<file path="src/rtl/ivr_pkg.sv">
package ivr_pkg;
  parameter int VEC_W    = 64;
  parameter int IDX_W    = $clog2(VEC_W);
  parameter int THREAD_W = 5;
  localparam int THREAD_LSB = 8;
  localparam int VNUM_LSB   = 0;

  typedef enum logic [1:0] {
    ACC_READ  = 2'd0,
    ACC_PRIO  = 2'd1,
    ACC_CLEAR = 2'd2,
    ACC_SEND  = 2'd3
  } acc_kind_e;
endpackage

</file>
<file path="src/rtl/ivr_msb_find.sv">
module ivr_msb_find #(
  parameter int W  = 64,
  parameter int IW = $clog2(W)
) (
  input  logic [W-1:0]  vec,
  output logic          any,
  output logic [IW-1:0] idx
);
  always_comb begin
    any = 1'b0;
    idx = '0;
    for (int i = 0; i < W; i++) begin
      if (vec[i]) begin
        any = 1'b1;
        idx = i[IW-1:0];
      end
    end
  end
endmodule

</file>
<file path="src/rtl/ivr_pend_store.sv">
module ivr_pend_store #(
  parameter int W = 64
) (
  input  logic         clk,
  input  logic         rst,
  input  logic [W-1:0] clr_mask,
  input  logic [W-1:0] set_mask,
  output logic [W-1:0] pend_q
);
  always_ff @(posedge clk) begin
    if (rst) pend_q <= '0;
    else     pend_q <= (pend_q & ~clr_mask) | set_mask;
  end
endmodule

</file>
<file path="src/rtl/ivr_dispatch.sv">
module ivr_dispatch #(
  parameter int W   = 64,
  parameter int TW  = 5,
  parameter int IW  = 6,
  parameter int TLSB = 8,
  parameter int VLSB = 0
) (
  input  logic          clk,
  input  logic          rst,
  input  logic          fire,
  input  logic [W-1:0]  wdata,
  output logic          out_valid,
  output logic [TW-1:0] out_thread,
  output logic [IW-1:0] out_vec
);
  always_ff @(posedge clk) begin
    if (rst) begin
      out_valid  <= 1'b0;
      out_thread <= '0;
      out_vec    <= '0;
    end else begin
      out_valid <= fire;
      if (fire) begin
        out_thread <= wdata[TLSB +: TW];
        out_vec    <= wdata[VLSB +: IW];
      end
    end
  end
endmodule

</file>
<file path="src/rtl/ivr_top.sv">
module ivr_top
  import ivr_pkg::*;
(
  input  logic                clk,
  input  logic                rst,
  input  logic                post_valid,
  input  logic [IDX_W-1:0]    post_vec,
  input  logic                req_valid,
  input  logic [1:0]          req_kind,
  input  logic [VEC_W-1:0]    req_wdata,
  output logic                rsp_valid,
  output logic [VEC_W-1:0]    rsp_data,
  output logic                dsp_valid,
  output logic [THREAD_W-1:0] dsp_thread,
  output logic [IDX_W-1:0]    dsp_vec
);
  acc_kind_e        kind;
  logic [VEC_W-1:0] pend_q;
  logic [VEC_W-1:0] clr_mask;
  logic [VEC_W-1:0] set_mask;
  logic             top_any;
  logic [IDX_W-1:0] top_idx;
  logic [VEC_W-1:0] rdata_d;

  assign kind = acc_kind_e'(req_kind);

  ivr_msb_find #(.W(VEC_W), .IW(IDX_W)) u_find (
    .vec(pend_q), .any(top_any), .idx(top_idx)
  );

  always_comb begin
    clr_mask = '0;
    set_mask = '0;
    rdata_d  = '0;
    if (req_valid) begin
      case (kind)
        ACC_READ:  rdata_d = pend_q;
        ACC_PRIO: begin
          rdata_d = {{(VEC_W-IDX_W){1'b0}}, top_idx};
          if (top_any) clr_mask[top_idx] = 1'b1;
        end
        ACC_CLEAR: clr_mask = req_wdata;
        default:   rdata_d = '0;
      endcase
    end
    if (post_valid) set_mask[post_vec] = 1'b1;
  end

  ivr_pend_store #(.W(VEC_W)) u_store (
    .clk(clk), .rst(rst), .clr_mask(clr_mask), .set_mask(set_mask), .pend_q(pend_q)
  );

  ivr_dispatch #(
    .W(VEC_W), .TW(THREAD_W), .IW(IDX_W), .TLSB(THREAD_LSB), .VLSB(VNUM_LSB)
  ) u_disp (
    .clk(clk), .rst(rst), .fire(req_valid && kind == ACC_SEND), .wdata(req_wdata),
    .out_valid(dsp_valid), .out_thread(dsp_thread), .out_vec(dsp_vec)
  );

  always_ff @(posedge clk) begin
    if (rst) begin
      rsp_valid <= 1'b0;
      rsp_data  <= '0;
    end else begin
      rsp_valid <= req_valid;
      rsp_data  <= rdata_d;
    end
  end
endmodule

</file>
<file path="config.mk">
export PLATFORM = sky130hd
export DESIGN_NAME = ivr_top
export DESIGN_NICKNAME = d
export VERILOG_FILES = /design/src/rtl/ivr_pkg.sv /design/src/rtl/ivr_msb_find.sv /design/src/rtl/ivr_pend_store.sv /design/src/rtl/ivr_dispatch.sv /design/src/rtl/ivr_top.sv
export SDC_FILE = /design/constraint.sdc
export NUM_CORES = 1
export LEC_CHECK = 0
export ABC_CLOCK_PERIOD_IN_PS = 3100
export CORE_ASPECT_RATIO = 2
export CORE_UTILIZATION = 51
export CTS_CLUSTER_DIAMETER = 50
export DETAILED_ROUTE_END_ITERATION = 7
export GPL_TIMING_DRIVEN = 0
export HOLD_SLACK_MARGIN = 0.02
export PLACE_DENSITY = 0.8
export SYNTH_ARGS = -nofsm -noshare
export SYNTH_HDL_FRONTEND = slang
export SYNTH_HIERARCHICAL = 1
export SYNTH_SLANG_ARGS = --single-unit
</file>
<file path="constraint.sdc">
create_clock -name clk -period 3.1 [get_ports clk]
set_input_delay 0.31 -clock clk [delete_from_list [all_inputs] [get_ports clk]]
set_output_delay 0.31 -clock clk [all_outputs]
set_load 0.02 [all_outputs]
</file>
## After elaboration in Yosys (flattened, before gate mapping)

Index checks and enable logic that the tools add are counted.

- Register bits after elaboration: 141
- Bits of input ports: 76
- Logic and storage cells: 158

- Order comparisons: 4
- Eq/ne operators: 3
- Mux-type cells: 136
- Bitwise operators: 4
- Reductions and logical operators: 5

Operators with widths:

| cell | number |
|---|---|
| 64-bit case mux with 2 select lines | 2 |
| 6-bit two-way mux | 32 |
| 64-bit two-way mux | 3 |
| 5-bit two-way mux | 16 |
| 1-bit two-way mux | 67 |
| 64-bit bitwise AND | 1 |
| 64-bit inverter | 1 |
| 64-bit bitwise OR | 1 |
| 4-bit two-way mux | 8 |
| 6-bit by 7-bit less-than comparator with 1-bit output (second input constant) | 2 |
| 1-bit demux with 6-bit select | 2 |
| 6-bit by 1-bit >= comparator with 1-bit output (second input constant) | 2 |
| 3-bit two-way mux | 4 |
| 2-bit == test (second input constant) | 2 |
| 2-bit two-way mux | 2 |
| 1-bit logical AND | 3 |
| 2-bit by 1-bit == test with 1-bit output (second input constant) | 1 |
| 2-bit zero test | 1 |
| 2-bit OR reduction | 1 |
| 1-bit inverter | 1 |

## Depth between registers and ports, before layout

Gate-level depths: netlist (run 1).

- Word-level depth: 73
- Mapped depth: 12
- Gate-level depth less buffers: 11

## By module

Netlist (run 1), hierarchy kept.

Modules (own cells, without submodules):

| module | instances | cells an instance | area an instance (µm²) | sequential area each (µm²) |
|---|---|---|---|---|
| ivr_top | 1 | 373 | 3,280.6 | 1,301.2 |
| ivr_pend_store | 1 | 263 | 2,598.7 | 1,281.2 |
| ivr_msb_find | 1 | 143 | 827.0 | 0.0 |
| ivr_dispatch | 1 | 37 | 414.1 | 240.2 |

## Least setup slack after synthesis (run 1)

Ideal clock, no wire load.

- Path kind: reg-to-reg
- Start: reg u_store.pend_q[58]
- End: reg u_store.pend_q[48]
- Library setup time: 0.114 ns
- Arrival: 2.204 ns
- Required time: 2.986 ns
- Path slack: 0.782 ns
- Cell stages (with the launch flop): 12
- Buffers on the path: 0
- Period minus slack after synthesis: 2.318 ns
- Path through: dfxtp_1 -> nor4_2 -> nand2_1 -> a21oi_1 -> nand4_1 -> a41oi_1 -> a211oi_1 -> nand2b_2 -> or3_4 -> o41ai_2 -> nand2b_1 -> a21oi_2

- Cells in the longest elaborated chain, start to end: 16
- Elaborated cells between the ends (all ways): 23
- Those cells by class: order compare: 2; mux: 17; bitwise: 3; reduce/logical: 1

RTL lines:

| element | line | RTL |
|---|---|---|
| start: declaration | ivr_pend_store.sv:8 | `output logic [W-1:0] pend_q` |
| start signal: assignment | ivr_pend_store.sv:12 | `else pend_q <= (pend_q & ~clr_mask) \| set_mask;` |
| 6-bit two-way mux * (6 in series) | ivr_msb_find.sv:13 | `if (vec[i]) begin` |
| via top_idx[1] | ivr_top.sv:22 | `logic [IDX_W-1:0] top_idx;` |
| 6-bit by 7-bit less-than comparator with 1-bit output (not written as such) / 6-bit by 1-bit >= comparator with 1-bit output (equally long branches) | ivr_top.sv:40 | `if (top_any) clr_mask[top_idx] = 1'b1;` |
| 1-bit logical AND (not written as such) | ivr_top.sv:40 |  |
| 1-bit two-way mux (not written as such) | ivr_top.sv:40 |  |
| 1-bit demux with 6-bit select * | ivr_top.sv:40 |  |
| 64-bit two-way mux * | ivr_top.sv:40 |  |
| 64-bit case mux with 2 select lines * | ivr_top.sv:36 | `case (kind)` |
| 64-bit two-way mux * | ivr_top.sv:35 | `if (req_valid) begin` |
| via clr_mask[48] | ivr_top.sv:19 | `logic [VEC_W-1:0] clr_mask;` |
| 64-bit inverter * | ivr_pend_store.sv:12 |  |
| 64-bit bitwise AND * | ivr_pend_store.sv:12 |  |
| 64-bit bitwise OR * | ivr_pend_store.sv:12 |  |

Mark *: on every way through the listed nets, which the timed path passes. The rest lies on a longest branch.
A chain may end at the register's enable or synchronous reset.

## Worst setup path in the final report (run 1)

- Start: reg u_store.pend_q[3]
- End: reg u_store.pend_q[50]

- Cells in the longest elaborated chain, start to end: 71
- Elaborated cells between the ends (all ways): 133
- Those cells by class: order compare: 2; mux: 127; bitwise: 3; reduce/logical: 1

RTL lines:

| element | line |
|---|---|
| 2-bit two-way mux * | ivr_msb_find.sv:13 |
| 3-bit two-way mux * (4 in series) | ivr_msb_find.sv:13 |
| 4-bit two-way mux * (8 in series) | ivr_msb_find.sv:13 |
| 5-bit two-way mux * (16 in series) | ivr_msb_find.sv:13 |
| 6-bit two-way mux * (32 in series) | ivr_msb_find.sv:13 |
| via top_idx[1] | ivr_top.sv:22 |
| 6-bit by 7-bit less-than comparator with 1-bit output (not written as such) / 6-bit by 1-bit >= comparator with 1-bit output (equally long branches) | ivr_top.sv:40 |
| 1-bit logical AND (not written as such) | ivr_top.sv:40 |
| 1-bit two-way mux (not written as such) | ivr_top.sv:40 |
| 1-bit demux with 6-bit select * | ivr_top.sv:40 |
| 64-bit two-way mux * | ivr_top.sv:40 |
| 64-bit case mux with 2 select lines * | ivr_top.sv:36 |
| 64-bit two-way mux * | ivr_top.sv:35 |
| via clr_mask[50] | ivr_top.sv:19 |
| 64-bit inverter * | ivr_pend_store.sv:12 |
| 64-bit bitwise AND * | ivr_pend_store.sv:12 |
| 64-bit bitwise OR * | ivr_pend_store.sv:12 |

Marks and branches as above.

==> flow_summary.ini, run 1 <==
[global_routing]
grt_max_degree = 17
grt_pass1_vias = 6465
grt_first_pass_wirelength_um = 35000
grt_overflow_total = 0
track_usage_pct = 32.3
antenna_found_initial = 0

[logic_synthesis]
synth.area.top_cells = dfxtp_1, a21oi_2, nand2b_1
synth_seq_cells = 141
synth_area_per_cell_sq_um = 8.73
ys_types = 59
synth_top_area_share_pct = 39.6
yosysTopAreaCell = dfxtp_1
synthesis.area_sq_um = 7120
synth_seq_area_share_pct = 39.6
synth_fp_nets = 896
synthCells = 816
yosys_warnings = 6

[timing]
layout_setup_ws_ns = -0.0699
period_needed_ns = 3.17
slew_violations = 0
fmax_mhz = 315
worstMarginPinSlew_ns = 0.652
setup_viol = 3
finalHoldViolations = 0
slew_headroom_pct = 56.4
timing.setup.tns_ns = -0.130
fin_crit_sh_pct = 102
fin_skew_ns = 0.0114
grt_setup_unrepaired = true

[worst_setup_path]
cpLargestDelayFamily = compound AO/OA/AOI/OAI gates
worstPathMaxFanout = 6
arrival_ns = 3.48
endpoint_kind = flop
cp_num_buf_inv = 0
path_class = flop to flop
worstPathRequired_ns = 3.41
crit_path_start_kind = flop
crit_chain = nor2_1 -> nor3_1 -> o311ai_0 -> nand4_1 -> a41oi_1 -> a211oi_1 -> nand2_2 -> or3_1 -> o41ai_2 -> nand2b_1 -> a21oi_2
crit_slowest_cell = a211oi_1
max_stage_delay_ns = 0.58

[routing]
via_per_inst = 5.86
drc = 0
avgRoutedWirePerCell_um = 20.0
routed_wirelength_um = 22900
ant_nets = 0
drt_pass1_iterations = 5
drt_iter0_markers = 536
vias = 6728

[layout]
post_layout_nonfiller_instances = 1148
final_net_count = 1062
syn_to_final_growth_pct = 33.0
final_util_pct = 70.1
final_area_sq_um = 9470
layout_common_cells = clkdlybuf4s50_1, dfxtp_1, nor2_1, inv_1, nand2b_1
n_antenna_cell = 0
drive_gt1_share_pct = 16.7
layout_commonest_cell = clkdlybuf4s50_1

[clock_tree]
cts_buffers = 17
clkLatencyLatePin_ns = 0.43
cts_tree = built
cts_sinks = 141
root_buffer = clkbuf_16
htree_levels = 4
clkTransAtPathRegs_ns = 0.05
hold_buffers = 0
clock_path_buffers = 2

[die]
fp.dieW_um = 85.6
die_h_um = 169
start_util_pct = 52.7
dieArea_sq_um = 14500
core_area_sq_um = 13500
io_pins = 153
rows = 60

[pwr]
power.leakage_nw = 3.53
power_density_nw_per_um2 = 485
vdd_ir_drop_max_uv = 397

[placed_design]
dp_hpwl_um = 16500
gp_congestion = 0.922
place_area_sq_um = 8790
portBuffers = 147
placed_cells = 1118

[hold_path]
hold_path.class = input pin to flop

[status]
violations = setup timing
status = complete, but fails checks

[flow_run]
maxCapViolations = 0
[per-stage QoR]
step	total power [mW]	hold WS (ns)	setup slack, ns
6_report	4.59	0.316	-0.0699
3_3_place_gp	2.38	0.473	-0.108
3_5_place_dp	2.38	0.483	-0.130
4_1_cts	4.59	0.300	0.0358
5_1_grt	4.71	0.334	-0.106
2_1_floorplan	2.17	0.382	0.782
[registers in the layout, summed over array words and instances, names as in the netlist]
register / cells
u_disp/out_valid: 1
u_store/pend_q: 64
u_disp/out_vec: 6
u_disp/out_thread: 5
rsp_data: 64
rsp_valid: 1
[power breakdown]
group	switching, mW	total, mW	internal [mW]
registers	0.0136	1.84	1.83
logic	0.301	0.526	0.225
clock network	0.782	2.23	1.44
[repair_timing]
action | in CTS | in global routing
resized for setup | 7 | 5
setup endpoints to repair | 29 | 23
setup buffers | 0 | 0
hold endpoints to repair | 0 | 0
pin swaps | 0 | 1
[worst register-to-register path: stages (launching register included)]
cell	delay, ns
dfxtp_1	0.39
nor2_1	0.09
nor3_1	0.14
o311ai_0	0.17
nand4_1	0.17
a41oi_1	0.20
a211oi_1	0.58
nand2_2	0.26
or3_1	0.50
o41ai_2	0.34
nand2b_1	0.18
a21oi_2	0.06
[cell usage after synthesis, drive strengths merged]
cell type  count
dfxtp        141
nor2         120
a21oi         79
inv           79
nand2b        71
a22o          62
and3          61
nand2         28
buf           25
nor4          16
clkbuf        15
nand3         15
o21ai         15
mux2i         11
nor3          10
nor2b          7
nand3b         6
nand4          6
o21bai         5
a211oi         4
ha             4
o31ai          4
or3            4
a21boi         3
and2           3
nand4b         3
or3b           3
a2111oi        2
nor3b          2
o41ai          2
a211o          1
a41o           1
a41oi          1
and2b          1
o2111ai        1
o21a           1
o221a          1
o311ai         1
o31a           1
or4            1
[area by class of cell]
cell class | count | area, sq um
inverters | 79 | 297
repair buffers | 147 | 1470
clock inverters | 10 | 189
fillers | 1069 | 4040
multi-input cells | 556 | 3710
well taps | 155 | 194
clock buffers | 20 | 447
flip-flops and latches | 141 | 2820
plain buffers | 40 | 335
[final timing paths]
kind              slack (ns)                  to         startpoint  cells after the start
setup / recovery       -0.07  u_store/pend_q[50]  u_store/pend_q[3]                     11
hold / removal          0.32  u_store/pend_q[48]        post_vec[1]                      4
setup reg to reg       -0.07  u_store/pend_q[50]  u_store/pend_q[3]                     11
hold reg to reg         0.50   u_disp/out_vec[4]  u_disp/out_vec[4]                      2
[layer usage]
layer | up-vias | routed length, um | track usage, %
met4 | 0 | 1300 | 20.6
met2 | 337 | 12100 | 58.0
met1 | 3164 | 8240 | 33.9
met5 | - | 0 | 0
met3 | 89 | 1300 | 5.90
li1 | 3138 | - | -
[logic make-up (layout without fill, tap and decap cells)]
kind of cell    Yosys count  after routing  share of synthesized area (%)
fa+ha+maj                 4              4                          0.703
simple gates            357            357                           28.1
flops                   141            141                           39.6
compound gates          184            184                           21.1
buf+inv                 119            296                           8.87
mux                      11             11                           1.55
No activity file was read; power rests on OpenSTA's default activity.
==> inputs of run 2 (changes only) <==
- CORE_MARGIN: default -> 1
==> results of run 2 <==
No change in the layout: final DEF, timing and power equal those of run 1.
==> inputs of run 3 (changes only) <==
- GPL_ROUTABILITY_DRIVEN: default -> 0
==> run 3 against run 2 <==
The flow still finishes with violations (setup timing). Core utilization is 0.10 points higher. Hold slack gained 0.011 ns. Routed wire length rose by 1.2%. Via count grew 2.3%. First-iteration DRC count increased by 14%. Flip-flop and latch count stayed put. Clock power decreased by 4%. Global-route usage down 0.40 points. Highest routed layer unchanged. Combinational power up 0.8%. Maximum frequency rose by 1.9%. Power decreased by 2.0%. Register-to-register slack improved by 0.06 ns.
==> flow_summary.ini, run 3 (synthesized netlist as in run 1, its figures left out) <==
[clock_tree]
clock_path_buffers = 2
root_buffer = clkbuf_16
cts_tree = built
htree_levels = 4
hold_buffers = 0
cts_buffers = 17
clkTransAtPathRegs_ns = 0.06
cts_sinks = 141
clkLatencyLatePin_ns = 0.42

[global_routing]
grt_max_degree = 17
track_usage_pct = 31.9
grt_first_pass_wirelength_um = 34900
grt_pass1_vias = 6591
antenna_found_initial = 0
grt_overflow_total = 0

[worst_setup_path]
ff2ff_path_depth = 11
path_class = flop to flop
worstPathRequired_ns = 3.42
regToRegSetupSlack_ns = -0.01
endpoint_kind = flop
worstReg2RegEnd = u_store/pend_q[4]
crit_path_start_kind = flop
arrival_ns = 3.43
worstPathMaxFanout = 6
reg2reg_from = u_store/pend_q[6]

[timing]
grt_setup_unrepaired = true
finalHoldViolations = 0
layout_setup_ws_ns = -0.0116
fin_crit_sh_pct = 100
period_needed_ns = 3.11
fin_skew_ns = 0.00716
slew_headroom_pct = 55.7
slew_violations = 0
setup_viol = 1
worst_hold_slack_ns = 0.328
fmax_mhz = 321
timing.setup.tns_ns = -0.0116
worstMarginPinSlew_ns = 0.662

[status]
violations = setup timing
status = complete, but fails checks

[routing]
ant_nets = 0
drt_pass1_iterations = 5
drc = 0
drt_iter0_markers = 609
wl_met1_um = 8120
routed_wirelength_um = 23200
vias = 6885
highest_layer = met4
via_per_inst = 5.98
avgRoutedWirePerCell_um = 20.1
wl_met2_um = 12100
met3_length_um = 1530

[hold_path]
holdPathStages = 4
hold_path.class = input pin to flop
min_to = u_store/pend_q[48]
hp-start = post_vec[2]

[layout]
drive_gt1_share_pct = 17.3
top_regs = rsp_data: 64 flops, u_store/pend_q: 64 flops, u_disp/out_vec: 6 flops
layout_commonest_cell = clkdlybuf4s50_1
n_antenna_cell = 0
fill_cells = 1045
layout_common_cells = clkdlybuf4s50_1, dfxtp_1, nor2_1, inv_1, nand2b_1
final_util_pct = 70.2
final_net_count = 1064
syn_to_final_growth_pct = 33.2

[placed_design]
preCtsSetupSlack_ns = -0.0992
portBuffers = 147
dp_hpwl_um = 16600

[pwr]
power.leakage_nw = 3.53
total_power_mw = 4.50
power_density_nw_per_um2 = 474
vdd_ir_drop_max_uv = 393

[die]
rows = 60
io_pins = 153
dieArea_sq_um = 14500
core_area_sq_um = 13500
fp.dieW_um = 85.6
die_h_um = 169
start_util_pct = 52.7

[flow_run]
maxCapViolations = 0
## run 3: worst max path at each step
| stage | startpoint | slack [ns] | endpoint | cells past startpoint |
|---|---|---|---|---|
| finish | u_store/pend_q[6] | -0.01 | u_store/pend_q[4] | 11 |
| global route | u_store/pend_q[6] | -0.07 | u_store/pend_q[12] | 11 |
| CTS | u_store/pend_q[6] | -0.07 | u_store/pend_q[14] | 11 |
| detailed placement | u_store/pend_q[58] | -0.1 | u_store/pend_q[12] | 11 |
| global placement | u_store/pend_q[58] | -0.11 | u_store/pend_q[5] | 11 |
| floorplan | u_store/pend_q[58] | 0.78 | u_store/pend_q[48] | 11 |
## run 3: repair_timing
item,4_1_cts,5_1_grt
endpoints found under the setup margin,26,39
gates resized for setup,3,9
pin swaps,0,1
setup buffers,0,2
## run 3: critical path: stages (launching register included)
cell	delay, ns
dfxtp_1	0.47
inv_1	0.07
a2111oi_1	0.42
o31a_1	0.21
o21bai_1	0.09
a211oi_1	0.30
o21bai_1	0.23
nand3b_1	0.28
nor2_2	0.51
a22o_2	0.24
nand2b_1	0.12
a21oi_2	0.06
## run 3: power by group
| part | switching (mW) | total, mW | internal, mW |
|---|---|---|---|
| Combinational | 0.302 | 0.530 | 0.228 |
| Sequential | 0.0135 | 1.84 | 1.83 |
| Clock | 0.810 | 2.13 | 1.32 |
| Total | 1.13 | 4.50 | 3.37 |
## run 3: final cells by class
| cell class | count | area, sq um | share of cell area (%) |
|---|---|---|---|
| multi-input cells | 556 | 3720 | 39.2 |
| clock buffers | 21 | 460 | 4.86 |
| inverters | 79 | 297 | 3.13 |
| clock inverters | 11 | 156 | 1.65 |
| repair buffers | 149 | 1500 | 15.8 |
| plain buffers | 40 | 335 | 3.54 |
| flip-flops and latches | 141 | 2820 | 29.8 |
| well taps | 155 | 194 | 2.05 |
## run 3: per-layer routing
layer / track usage (%) / up-vias
li1: - / 3145
met1: 33.1 / 3231
met2: 57.7 / 400
met3: 5.85 / 109
met4: 20.4 / 0
met5: 0 / -
## run 3: stage by stage
| step | cells | instance area [sq um] |
|---|---|---|
| floorplan | 816 | 7120 |
| global placement | 1118 | 8790 |
| detailed placement | 1118 | 8790 |
| CTS | 1150 | 9410 |
| global route | 1152 | 9480 |
| finish | 1152 | 9480 |
